$ cat config.mk
export PLATFORM = sky130hd
export DESIGN_NAME = adc_seq_ctrl
export DESIGN_NICKNAME = d
export VERILOG_FILES = /design/src/rtl/adc_seq_pkg.sv /design/src/rtl/adc_seq_regs.sv /design/src/rtl/adc_seq_warmup.sv /design/src/rtl/adc_seq_engine.sv /design/src/rtl/adc_seq_ctrl.sv
export SDC_FILE = /design/constraint.sdc
export NUM_CORES = 1
export LEC_CHECK = 0
export ABC_AREA = 1
export BUFFER_PORTS_ARGS = -buffer_cell sky130_fd_sc_hd__buf_2
export CAP_MARGIN = 10
export CORE_ASPECT_RATIO = 1.1
export CORE_MARGIN = 4
export CORE_UTILIZATION = 60
export DETAILED_ROUTE_END_ITERATION = 12
export PLACE_DENSITY = 0.85
export SETUP_SLACK_MARGIN = 0.5
export SLEW_MARGIN = 20
export SYNTH_ARGS = -nofsm -noshare
export SYNTH_HDL_FRONTEND = slang
export SYNTH_SLANG_ARGS = --single-unit
$ cat constraint.sdc
create_clock -name clk -period 3.1 [get_ports clk]
set_input_delay 0.31 -clock clk [delete_from_list [all_inputs] [get_ports clk]]
set_output_delay 0.31 -clock clk [all_outputs]
set_load 0.02 [all_outputs]
$ cat src/rtl/adc_seq_pkg.sv
package adc_seq_pkg;

    localparam int DATA_W   = 10;
    localparam int CHAN_W   = 3;
    localparam int TSEL_W   = 3;
    localparam int ADDR_W   = 2;
    localparam int NUM_TSEL = 1 << TSEL_W;

    // Register addresses
    typedef enum logic [ADDR_W-1:0] {
        A_CTRL = 2'd0,
        A_CHAN = 2'd1,
        A_PF   = 2'd2,
        A_THR  = 2'd3
    } reg_addr_e;

    // Field positions inside the control and compare registers
    localparam int CTL_PWR   = 0;
    localparam int CTL_RUN   = 1;
    localparam int CTL_HIREF = 2;
    localparam int CTL_TSEL  = 3;
    localparam int PF_EN     = 0;
    localparam int PF_BELOW  = 1;

    typedef struct packed {
        logic              pwr;
        logic              run;
        logic              hiref;
        logic [TSEL_W-1:0] tsel;
        logic [CHAN_W-1:0] chan;
        logic              pf_en;
        logic              pf_below;
        logic [DATA_W-1:0] thr;
    } cfg_t;

    // Interrupt qualification for a valid sample
    function automatic logic pf_pass(input logic en, input logic below,
                                     input logic [DATA_W-1:0] smp,
                                     input logic [DATA_W-1:0] lim);
        logic hit;
        hit = below ? (smp < lim) : (smp >= lim);
        return !en || hit;
    endfunction

endpackage

$ cat src/rtl/adc_seq_regs.sv
module adc_seq_regs
    import adc_seq_pkg::*;
(
    input  logic              clk,
    input  logic              rst_n,
    input  logic              wr_en,
    input  logic [ADDR_W-1:0] wr_addr,
    input  logic [DATA_W-1:0] wr_data,
    output cfg_t              cfg_q,
    output cfg_t              cfg_d,
    output logic              ev_run_on,
    output logic              ev_run_off,
    output logic              ev_chan
);

    always_comb begin
        cfg_d      = cfg_q;
        ev_run_on  = 1'b0;
        ev_run_off = 1'b0;
        ev_chan    = 1'b0;
        if (wr_en) begin
            case (reg_addr_e'(wr_addr))
                A_CTRL: begin
                    cfg_d.pwr   = wr_data[CTL_PWR];
                    cfg_d.run   = wr_data[CTL_RUN];
                    cfg_d.hiref = wr_data[CTL_HIREF];
                    cfg_d.tsel  = wr_data[CTL_TSEL +: TSEL_W];
                    ev_run_on   = wr_data[CTL_RUN] && !cfg_q.run;
                    ev_run_off  = !wr_data[CTL_RUN] && cfg_q.run;
                end
                A_CHAN: begin
                    cfg_d.chan = wr_data[CHAN_W-1:0];
                    ev_chan    = 1'b1;
                end
                A_PF: begin
                    cfg_d.pf_en    = wr_data[PF_EN];
                    cfg_d.pf_below = wr_data[PF_BELOW];
                end
                A_THR: begin
                    cfg_d.thr = wr_data;
                end
                default: ;
            endcase
        end
    end

    always_ff @(posedge clk) begin
        if (!rst_n) begin
            cfg_q <= '0;
        end else begin
            cfg_q <= cfg_d;
        end
    end

endmodule

$ cat src/rtl/adc_seq_warmup.sv
module adc_seq_warmup #(
    parameter int WARM_NORM = 850,
    parameter int WARM_HI   = 700
) (
    input  logic clk,
    input  logic rst_n,
    input  logic pwr,
    input  logic hiref,
    output logic warm_done
);

    localparam int WMAX = (WARM_NORM > WARM_HI) ? WARM_NORM : WARM_HI;
    localparam int CW   = $clog2(WMAX + 1);
    localparam logic [CW-1:0] LIM_NORM = CW'(WARM_NORM);
    localparam logic [CW-1:0] LIM_HI   = CW'(WARM_HI);

    logic [CW-1:0] cnt_d, cnt_q;
    logic [CW-1:0] limit;

    always_comb begin
        limit = hiref ? LIM_HI : LIM_NORM;
        cnt_d = cnt_q;
        if (!pwr) begin
            cnt_d = '0;
        end else if (cnt_q < limit) begin
            cnt_d = cnt_q + 1'b1;
        end
        warm_done = pwr && (cnt_q >= limit);
    end

    always_ff @(posedge clk) begin
        if (!rst_n) begin
            cnt_q <= '0;
        end else begin
            cnt_q <= cnt_d;
        end
    end

endmodule

$ cat src/rtl/adc_seq_engine.sv
module adc_seq_engine
    import adc_seq_pkg::*;
#(
    parameter int                     LEN_W      = 8,
    parameter logic [8*LEN_W-1:0]     CONV_TABLE = {8'd32, 8'd24, 8'd20, 8'd16,
                                                    8'd12, 8'd10, 8'd8,  8'd6}
) (
    input  logic              clk,
    input  logic              rst_n,
    input  cfg_t              cfg_q,
    input  cfg_t              cfg_d,
    input  logic              ev_run_on,
    input  logic              ev_run_off,
    input  logic              ev_chan,
    input  logic              warm_done,
    input  logic              conv_done,
    input  logic [DATA_W-1:0] conv_data,
    output logic              conv_start,
    output logic [CHAN_W-1:0] conv_chan,
    output logic [LEN_W-1:0]  conv_len,
    output logic [DATA_W-1:0] result,
    output logic              result_valid,
    output logic              irq
);

    typedef struct packed {
        logic              active;
        logic              start;
        logic [CHAN_W-1:0] chan;
        logic [LEN_W-1:0]  len;
        logic              cold;
        logic [DATA_W-1:0] result;
        logic              valid;
        logic              irq;
    } seq_t;

    seq_t seq_d, seq_q;

    logic chan_restart;
    logic done_ok;
    logic launch;
    logic smp_valid;

    always_comb begin
        seq_d       = seq_q;
        seq_d.start = 1'b0;
        seq_d.irq   = 1'b0;

        // A channel write while running abandons the conversion in flight
        chan_restart = ev_chan && cfg_q.run && seq_q.active;
        // Completion is honoured only for a live conversion, not in the cycle
        // a new one is issued, and not when a restart or stop collides with it
        done_ok = seq_q.active && conv_done && !seq_q.start &&
                  !ev_chan && !ev_run_off;
        launch  = ev_run_on || chan_restart || done_ok;

        smp_valid = !seq_q.cold && warm_done;

        if (done_ok) begin
            seq_d.result = conv_data;
            seq_d.valid  = smp_valid;
            seq_d.irq    = smp_valid &&
                           pf_pass(cfg_q.pf_en, cfg_q.pf_below, conv_data, cfg_q.thr);
        end

        if (launch) begin
            seq_d.active = 1'b1;
            seq_d.start  = 1'b1;
            seq_d.chan   = cfg_d.chan;
            seq_d.len    = CONV_TABLE[cfg_d.tsel*LEN_W +: LEN_W];
            seq_d.cold   = !warm_done;
        end else begin
            seq_d.cold   = seq_q.cold || !warm_done;
        end

        if (ev_run_off) begin
            seq_d.active = 1'b0;
        end
    end

    always_ff @(posedge clk) begin
        if (!rst_n) begin
            seq_q <= '0;
        end else begin
            seq_q <= seq_d;
        end
    end

    assign conv_start   = seq_q.start;
    assign conv_chan    = seq_q.chan;
    assign conv_len     = seq_q.len;
    assign result       = seq_q.result;
    assign result_valid = seq_q.valid;
    assign irq          = seq_q.irq;

endmodule

$ cat src/rtl/adc_seq_ctrl.sv
module adc_seq_ctrl
    import adc_seq_pkg::*;
#(
    parameter int                 LEN_W      = 8,
    parameter logic [8*LEN_W-1:0] CONV_TABLE = {8'd32, 8'd24, 8'd20, 8'd16,
                                                8'd12, 8'd10, 8'd8,  8'd6},
    parameter int                 WARM_NORM  = 850,
    parameter int                 WARM_HI    = 700
) (
    input  logic              clk,
    input  logic              rst_n,
    input  logic              wr_en,
    input  logic [ADDR_W-1:0] wr_addr,
    input  logic [DATA_W-1:0] wr_data,
    output logic              conv_start,
    output logic [CHAN_W-1:0] conv_chan,
    output logic [LEN_W-1:0]  conv_len,
    input  logic              conv_done,
    input  logic [DATA_W-1:0] conv_data,
    output logic [DATA_W-1:0] result,
    output logic              result_valid,
    output logic              irq
);

    cfg_t cfg_q;
    cfg_t cfg_d;
    logic ev_run_on;
    logic ev_run_off;
    logic ev_chan;
    logic warm_done;

    adc_seq_regs u_regs (
        .clk        (clk),
        .rst_n      (rst_n),
        .wr_en      (wr_en),
        .wr_addr    (wr_addr),
        .wr_data    (wr_data),
        .cfg_q      (cfg_q),
        .cfg_d      (cfg_d),
        .ev_run_on  (ev_run_on),
        .ev_run_off (ev_run_off),
        .ev_chan    (ev_chan)
    );

    adc_seq_warmup #(
        .WARM_NORM (WARM_NORM),
        .WARM_HI   (WARM_HI)
    ) u_warm (
        .clk       (clk),
        .rst_n     (rst_n),
        .pwr       (cfg_q.pwr),
        .hiref     (cfg_q.hiref),
        .warm_done (warm_done)
    );

    adc_seq_engine #(
        .LEN_W      (LEN_W),
        .CONV_TABLE (CONV_TABLE)
    ) u_eng (
        .clk          (clk),
        .rst_n        (rst_n),
        .cfg_q        (cfg_q),
        .cfg_d        (cfg_d),
        .ev_run_on    (ev_run_on),
        .ev_run_off   (ev_run_off),
        .ev_chan      (ev_chan),
        .warm_done    (warm_done),
        .conv_done    (conv_done),
        .conv_data    (conv_data),
        .conv_start   (conv_start),
        .conv_chan    (conv_chan),
        .conv_len     (conv_len),
        .result       (result),
        .result_valid (result_valid),
        .irq          (irq)
    );

endmodule

# Word-level counts from Yosys, hierarchy flattened
# Index checks and enable logic that the tools add are counted.
# word_totals
ff_bits	57
input_bits	26
elab_cells	72
# classes
n_addsub	1
order_cmp	4
eq_ne	3
shift	1
n_mux	15
bitwise	1
reduce_logical	30
# ops
cell	count
$shiftx A64 B7 Y8 const A	1
$ge A10 B10 Y1	2
$lt A10 B10 Y1	2
$mux W18	1
$mux W12	1
$logic_and A1 B1 Y1	11
$add A10 B1 Y10 const B	1
$mux W10	1
$reduce_and A2 Y1	5
$mux W9	1
$logic_not A1 Y1	8
$mux W1	8
$mux W3	2
$eq A2 B2 Y1 const B	2
$logic_or A1 B1 Y1	4
$eq A2 B1 Y1 const B	1
$logic_not A2 Y1	1
$mux W2	1
$reduce_or A2 Y1	1
$not A1 Y1	1

# Depth between registers and ports, before layout
# Gate-level depths: netlist (run 1).
# logic_depth
ltp_word	8
mapped_depth	11
ltp_nobuf	11

# Hierarchy
# Synthesis (run 1) repeated with hierarchy kept, for this count alone.
# unflattened
hier_cells	464
area_unflattened_um2	3256.9
# by_module_without_submodules
mod	n_inst	cells_each	area_each_um2	seq_area_each_um2
adc_seq_engine	1	186	1365.1	460.4
adc_seq_regs	1	150	1069.8	420.4
adc_seq_warmup	1	128	822.0	200.2

# Worst setup path after synthesis (run 1)
# No wires, ideal clock.
# synth_timing
path_kind	in2reg
start	in wr_addr[1]
end	reg u_eng.seq_q (netlist bit u_eng.conv_len[2])
setup_time_ns	0.113
arrival_time_ns	1.412
t_required_ns	2.987
slack_ns	1.575
stages	10
path_buffers	1
path_cell_list	nor2_2 -> nand2_2 -> buf_6 -> o21ai_2 -> inv_1 -> ha_1 -> nand2_1 -> nand2_1 -> nor2_1 -> nor2_1
# synth_rtl
element	line	source
start: declaration	adc_seq_ctrl.sv:13	input logic [ADDR_W-1:0] wr_addr,
end signal: assignment	adc_seq_engine.sv:85	seq_q <= seq_d;
end: declaration	adc_seq_engine.sv:37	seq_t seq_d, seq_q;

# Final worst setup path (run 1)
# layout_timing
start	reg, netlist name u_regs.cfg_q[18]
end	reg u_warm.cnt_q[8]
# layout_between
elab_chain_cells	2
# layout_lines
element	line	source
$mux W9	adc_seq_warmup.sv:21	limit = hiref ? LIM_HI : LIM_NORM;
$lt A10 B10 Y1	adc_seq_warmup.sv:25	end else if (cnt_q < limit) begin
end signal: assignment	adc_seq_warmup.sv:35	cnt_q <= cnt_d;
end: declaration	adc_seq_warmup.sv:17	logic [CW-1:0] cnt_d, cnt_q;
# Every way passes these cells.
# A chain may end at the register's enable or synchronous reset.

==> summary.md, run 1 <==
| Metric | Value |
|---|---|
| Outcome | finished clean |
| DIE AREA | 0.00593 mm² |
| Least-Margin Pin Slew | 0.638 ns |
| RSZ-0062 raised after global routing | false |
| Max-slew headroom | 0.573 |
| Synthesized instance count | 385 |
| DRT Pass-1 Iters | 4 |
| RD Place Congestion | 0.872 |
| Area leader, netlist | dfxtp_1 |
| Flop2flop setup slack | 1.06 ns |
| Crit Path Max Fanout | 11 |
| DP Wirelength | 4150 µm |
| Fin. Hold Viols | 0 |
| Pin count of the biggest net entering global routing | 36 |
| Async SR Flop Fraction | 0 |
| Pwr Density | 466 mW/mm² |
| Synthesized area | 0.00286 mm² |
| Critical path endpoint category | register |
| Startpoint types | register |
| Synth top area cells | dfxtp_1 38%, ha_1 9.2%, nand2_1 9.2%, nor2_1 7.1%, a21oi_1 6.1% |
| Ys flop type | dfxtp_1 |
| I/O pins | 50 |
| Crit path DAT | 2.22 ns |
| Via count | 2402 |
| Grt ovf | 0 |
| Most frequent cells after synthesis | 70 x nand2_1, 54 x dfxtp_1, 54 x nor2_1 |
| Worst-case reg-to-reg path depth | 11 |
| N_diodes | 0 |
| Top-area cell type share of the netlist area | 0.379 |
| Setup Crit Path Kind | reg2reg |
| CP required | 3.29 ns |
| Fin crit period | 2.04 ns |
| Post-synthesis register bit count | 54 |
| Clock tree sinks | 54 |
| Reg2reg end | u_warm.cnt_q[8]$_SDFFE_PN0N_ |
| Postcts setup bufs | 0 |
| Clk buf depth | 2 |
| ANT nets after route | 0 |
| Post-synth EDFFs | 0 |
| Hold Crit Class | in2reg |
| Average wire per standard cell | 12.1 µm |
| First-pass GRT wire length | 9380 µm |
| Clock Latency Late Sink | 0.30 ns |
| Fmax | 491 MHz |
| Static leakage | 0.00146 µW |
| Via density | 5.18 |
| Synthesized area per cell | 7.42 µm² |
| R2r startpoint | u_regs.cfg_q[18]$_SDFFE_PN0P_ |
| Final Non-Filler Cells | 464 |
| Synth unique cells | 34 |
| GR Util All Layers | 0.199 |
| Final net count | 455 |
| Die W | 73.8 µm |
| Worst Skew | 0.00492 ns |
| Routed WL | 5610 µm |
| WHS | 0.269 ns |
| Initial Util | 0.618 |
| DIE HEIGHT | 80.4 µm |
| Pins Over Slew Limit | 0 |
| Vias in the first global route | 2207 |
| Initial drt markers | 140 |
| VDD IR max | 334 µV |
| Max Cap Viol | 0 |
| Cell area after layout | 0.00305 mm² |
| Setup TNS | 0 ns |
| Total CTS buffers | 5 |
| H-tree depth | 2 |
| Count of input and output buffers | 46 |
| Final Cycle Share | 0.657 |
| Post-CTS Resized | 0 |
| # rows | 26 |
| CTS tree | yes |
| Most common cell in the netlist | nand2_1 |
| Total core area | 0.00462 mm² |
| Drt drc | 0 |
| Hold bufs inserted after CTS | 0 |
| Hold endpoint | u_eng.result[2]$_SDFFE_PN0P_ |
| Root Driver | clkbuf_8 |
| Sequential cell area fraction in the yosys report | 0.379 |
| Min-Delay Path Depth | 3 |
| Clock Pin Slew Worst Setup and Hold Paths | 0.09 ns |
| YS warnings | 0 |
| Antenna violations before repair | 0 |
| Area growth syn-to-layout | 6.88% |
| Layout cells sized above 1 | 0.164 |
| Post-placement cell area | 0.00294 mm² |
| Inst Count DP | 457 |
| HP Start | conv_data[2] |
| Final setup vio count | 0 |
[placed cells by master, fill, tap and decap left out, types with 2 or more instances in the layout]
cell type	netlist	final
o21ai_1	5	5
xor2_1	6	6
dfxtp_1	54	54
xnor2_1	2	2
nand3_2	2	2
ha_1	21	21
nand3_1	13	13
buf_2	1	46
a21oi_1	35	35
o21ai_0	26	26
clkbuf_8	0	6
nor2_1	54	54
inv_1	44	44
o21ai_2	3	3
nand2_1	70	70
conb_1	1	3
nand2_2	3	3
[metal layers]
metal | track usage | routed length [µm] | part of all wire
met5 | 0 | 0 | 0
met4 | 0.0761 | 112 | 0.020
met3 | 0.0401 | 306 | 0.055
met2 | 0.346 | 2680 | 0.48
met1 | 0.237 | 2520 | 0.45
[cell type report]
cell class	instances	area, µm²
Clock buffer	6	82.6
Clock inverter	1	30.0
Fill cell	416	1570
Inverter	45	169
Multi-Input combinational cell	256	1390
Sequential cell	54	1080
Tap cell	56	70.1
Timing Repair Buffer	46	230
[logic make-up (layout without fill, tap and decap cells)]
kind of cell	after synthesis	after routing	share of synthesized area
xor gates and xnor gates	8	8	0.0245
buffers and inverters	77	98	0.138
muxes	1	1	0.00351
AOI/OAI and AO/OA	74	74	0.145
and+or+nand+nor	149	149	0.217
adders and majority gates	21	21	0.0920
DFF	54	54	0.379
other	1	3	0.00131
[critical path, stage by stage (launching register included)]
cell     delay (ns)
dfxtp_1        0.36
inv_1          0.13
ha_1           0.30
nand2_1        0.06
nor2_1         0.15
nand2_1        0.06
nand3_1        0.06
nand2_1        0.09
nand2_1        0.31
inv_1          0.23
nand2_1        0.11
a21oi_1        0.06
[registers in the layout (all words and copies together), names as in the netlist]
signal              count
u_warm.cnt_q           10
u_eng.conv_len          5
u_eng.irq               1
u_eng.conv_chan         3
u_eng.seq_q             2
u_eng.conv_start        1
u_eng.result           10
u_regs.cfg_q           21
u_eng.result_valid      1
[stage by stage]
step	worst slack (ns)	total power [µW]	utilization
2_1_floorplan	1.57	927	-
3_3_place_gp	1.21	954	0.636
3_5_place_dp	1.10	963	0.636
4_1_cts	1.07	1440	0.661
5_1_grt	0.800	1490	0.661
6_report	1.06	1420	0.661
[worst max-delay path by stage]
stage                                  start                              to  slack, ns  cells after the start
6_report       u_regs.cfg_q[18]$_SDFFE_PN0P_    u_warm.cnt_q[8]$_SDFFE_PN0N_       1.06                     11
5_1_grt        u_regs.cfg_q[18]$_SDFFE_PN0P_    u_warm.cnt_q[1]$_SDFFE_PN0N_       0.80                     11
4_1_cts        u_regs.cfg_q[18]$_SDFFE_PN0P_    u_warm.cnt_q[3]$_SDFFE_PN0N_       1.07                     11
3_5_place_dp   u_regs.cfg_q[18]$_SDFFE_PN0P_    u_warm.cnt_q[8]$_SDFFE_PN0N_       1.10                     11
3_3_place_gp                      wr_addr[1]  u_eng.conv_len[1]$_SDFFE_PN0P_       1.21                     10
2_1_floorplan                     wr_addr[1]  u_eng.conv_len[2]$_SDFFE_PN0P_       1.57                     10
[power by group]
| part | internal, µW | total, µW | switching, µW |
|---|---|---|---|
| Clock | 259 | 476 | 217 |
| Sequential | 726 | 741 | 14.6 |
| Combinational | 73.4 | 207 | 133 |
| Total | 1060 | 1420 | 365 |
No activity file was read; power rests on OpenSTA's default activity.
==> inputs of run 2 (changes only) <==
CORE_UTILIZATION = 56   (was 60)
PLACE_DENSITY = 0.8   (was 0.85)
clock period = 1.94 ns   (was 3.1 ns; I/O delays follow)
==> summary.md, run 2 (same netlist as run 1, synthesis figures left out) <==
| Metric | Value |
|---|---|
| R2r startpoint | u_regs.cfg_q[18]$_SDFFE_PN0P_ |
| Flip-flop count of the largest register after layout | 21 |
| I/O pins | 50 |
| Average wire per standard cell | 13.1 µm |
| Seq. cell area | 0.00109 mm² |
| Outcome | finished clean |
| Multi-input logic area | 0.00166 mm² |
| Cell area after layout | 0.00343 mm² |
| Startpoint types | register |
| Clock power share | 0.330 |
| Worst-case reg-to-reg path depth | 7 |
| Most frequent cells in the layout | 55 x nand2_1, 48 x nor2_1, 47 x dfxtp_1 |
| Post-placement cell area | 0.00302 mm² |
| Root Driver | clkbuf_8 |
| Fin crit period | 1.60 ns |
| Largest register by flop count | u_regs.cfg_q |
| DIE HEIGHT | 82.9 µm |
| Clock Pin Slew Worst Setup and Hold Paths | 0.10 ns |
| Static leakage | 0.00157 µW |
| Clk buf depth | 2 |
| Hold endpoint | u_eng.result[8]$_SDFFE_PN0P_ |
| VDD IR max | 496 µV |
| Setup TNS | 0 ns |
| Most common cell after layout, fill and taps aside | nand2_1 |
| Vias in the first global route | 2310 |
| Hold Crit Class | in2reg |
| Slowest stage cell on the critical path | dfxtp_4 |
| Reg2reg end | u_warm.cnt_q[6]$_SDFFE_PN0N_ |
| Clock Latency Late Sink | 0.30 ns |
| Worst Skew | 0.00586 ns |
| Antenna violations before repair | 0 |
| Layout cells sized above 1 | 0.296 |
| Drt drc | 0 |
| DIE AREA | 0.00631 mm² |
| Initial Util | 0.575 |
| Total CTS buffers | 5 |
| Worst path buffer plus inverter count | 1 |
| CP peak stage delay | 0.38 ns |
| DP Wirelength | 4280 µm |
| Final Cycle Share | 0.827 |
| Sw power | 615 µW |
| Count of input and output buffers | 46 |
| RD Place Congestion | 0.813 |
| Grt ovf | 0 |
| Area growth syn-to-layout | 20.3% |
| Seq pwr share | 0.509 |
| Crit path DAT | 1.83 ns |
| HP Start | conv_data[8] |
| H-tree depth | 2 |
| Critical path endpoint category | register |
| Crit-path cells | ha_1 -> nand2_2 -> o21a_4 -> buf_4 -> nand2_4 -> nand2_1 -> a21oi_1 |
| Fillers | 380 |
| Sw Ratio | 0.264 |
| Die W | 76.1 µm |
| DRT Pass-1 Iters | 4 |
| Fin. Hold Viols | 0 |
| First-pass GRT wire length | 9920 µm |
| Routed WL | 6260 µm |
| GR Util All Layers | 0.183 |
| Min-Delay Path Depth | 3 |
| Final net count | 466 |
| Final worst slack | 0.336 ns |
| CP required | 2.16 ns |
| Fmax | 623 MHz |
| Crit-path leading delay family | compound AO/OA/AOI/OAI gates |
| CTS tree | yes |
| Initial drt markers | 146 |
| Setup Crit Path Kind | reg2reg |
| Pwr Density | 679 mW/mm² |
| Flop2flop setup slack | 0.34 ns |
| Pin count of the biggest net entering global routing | 28 |
| ANT nets after route | 0 |
| RSZ-0062 raised after global routing | true |
| Clock tree sinks | 54 |
| Pins Over Slew Limit | 0 |
| Final setup vio count | 0 |
| N_diodes | 0 |
| Internal Power | 1720 µW |
| Crit Path Max Fanout | 5 |
| Total core area | 0.00497 mm² |
| Via count | 2419 |
| # rows | 27 |
| Via density | 5.07 |
| Max Cap Viol | 0 |
| Comb power frac | 0.162 |
| Hold bufs inserted after CTS | 0 |
| Pre-CTS setup slack | 0.227 ns |
run 2: power groups by stage:
stage                     Clock [µW]  Sequential, µW  Combinational, µW
final                            769            1190                377
after global routing             815            1190                426
after detailed placement           0            1210                338
after CTS                        773            1190                344
after floorplan                    0            1210                280
after global placement             0            1210                328
run 2: layout make-up:
| class | count | area share |
|---|---|---|
| clock inverters | 1 | 0.00874 |
| multi-input cells | 257 | 0.483 |
| repair buffers | 56 | 0.0889 |
| clock buffers | 6 | 0.0240 |
| well taps | 58 | 0.0211 |
| inverters | 45 | 0.0561 |
| flip-flops and latches | 54 | 0.318 |
run 2: metal layers:
layer	global-route usage	vias up	part of all wire
met1	0.228	1101	0.45
met2	0.319	47	0.51
met5	0	-	0
met3	0.0325	7	0.038
li1	-	1264	-
met4	0.0541	0	0.0097
run 2: stage by stage:
step / utilization / power [µW] / std cells / hold slack, ns
floorplan: - / 1490 / 387 / 0.343
global route: 0.692 / 2430 / 477 / 0.179
CTS: 0.650 / 2300 / 475 / 0.160
global placement: 0.607 / 1540 / 462 / 0.444
finish: 0.692 / 2330 / 477 / 0.148
detailed placement: 0.607 / 1550 / 462 / 0.450
run 2: worst max path at each step:
stage               slack (ns)                     startpoint                              to  cells past startpoint
floorplan                 0.50  u_regs.cfg_q[18]$_SDFFE_PN0P_    u_warm.cnt_q[2]$_SDFFE_PN0N_                     11
finish                    0.34  u_regs.cfg_q[18]$_SDFFE_PN0P_    u_warm.cnt_q[6]$_SDFFE_PN0N_                      7
CTS                       0.40  u_regs.cfg_q[18]$_SDFFE_PN0P_            u_eng.irq$_SDFF_PN0_                      8
global route              0.27  u_regs.cfg_q[18]$_SDFFE_PN0P_    u_warm.cnt_q[6]$_SDFFE_PN0N_                     11
detailed placement        0.23                     wr_addr[1]  u_eng.conv_len[2]$_SDFFE_PN0P_                     10
global placement          0.27                     wr_addr[1]  u_eng.conv_len[2]$_SDFFE_PN0P_                     10
run 2: worst register-to-register path: stages (launching register included):
cell and delay (ns):
dfxtp_4 0.38, ha_1 0.31, nand2_2 0.10, o21a_4 0.26
buf_4 0.15, nand2_4 0.09, nand2_1 0.09, a21oi_1 0.16
run 2: what timing repair did:
action                                  4_1_cts  5_1_grt
gates cloned                                  1        0
pin swaps                                     6       14
buffers inserted                              5        2
endpoints found under the setup margin       13       20
resized for setup                            18       41
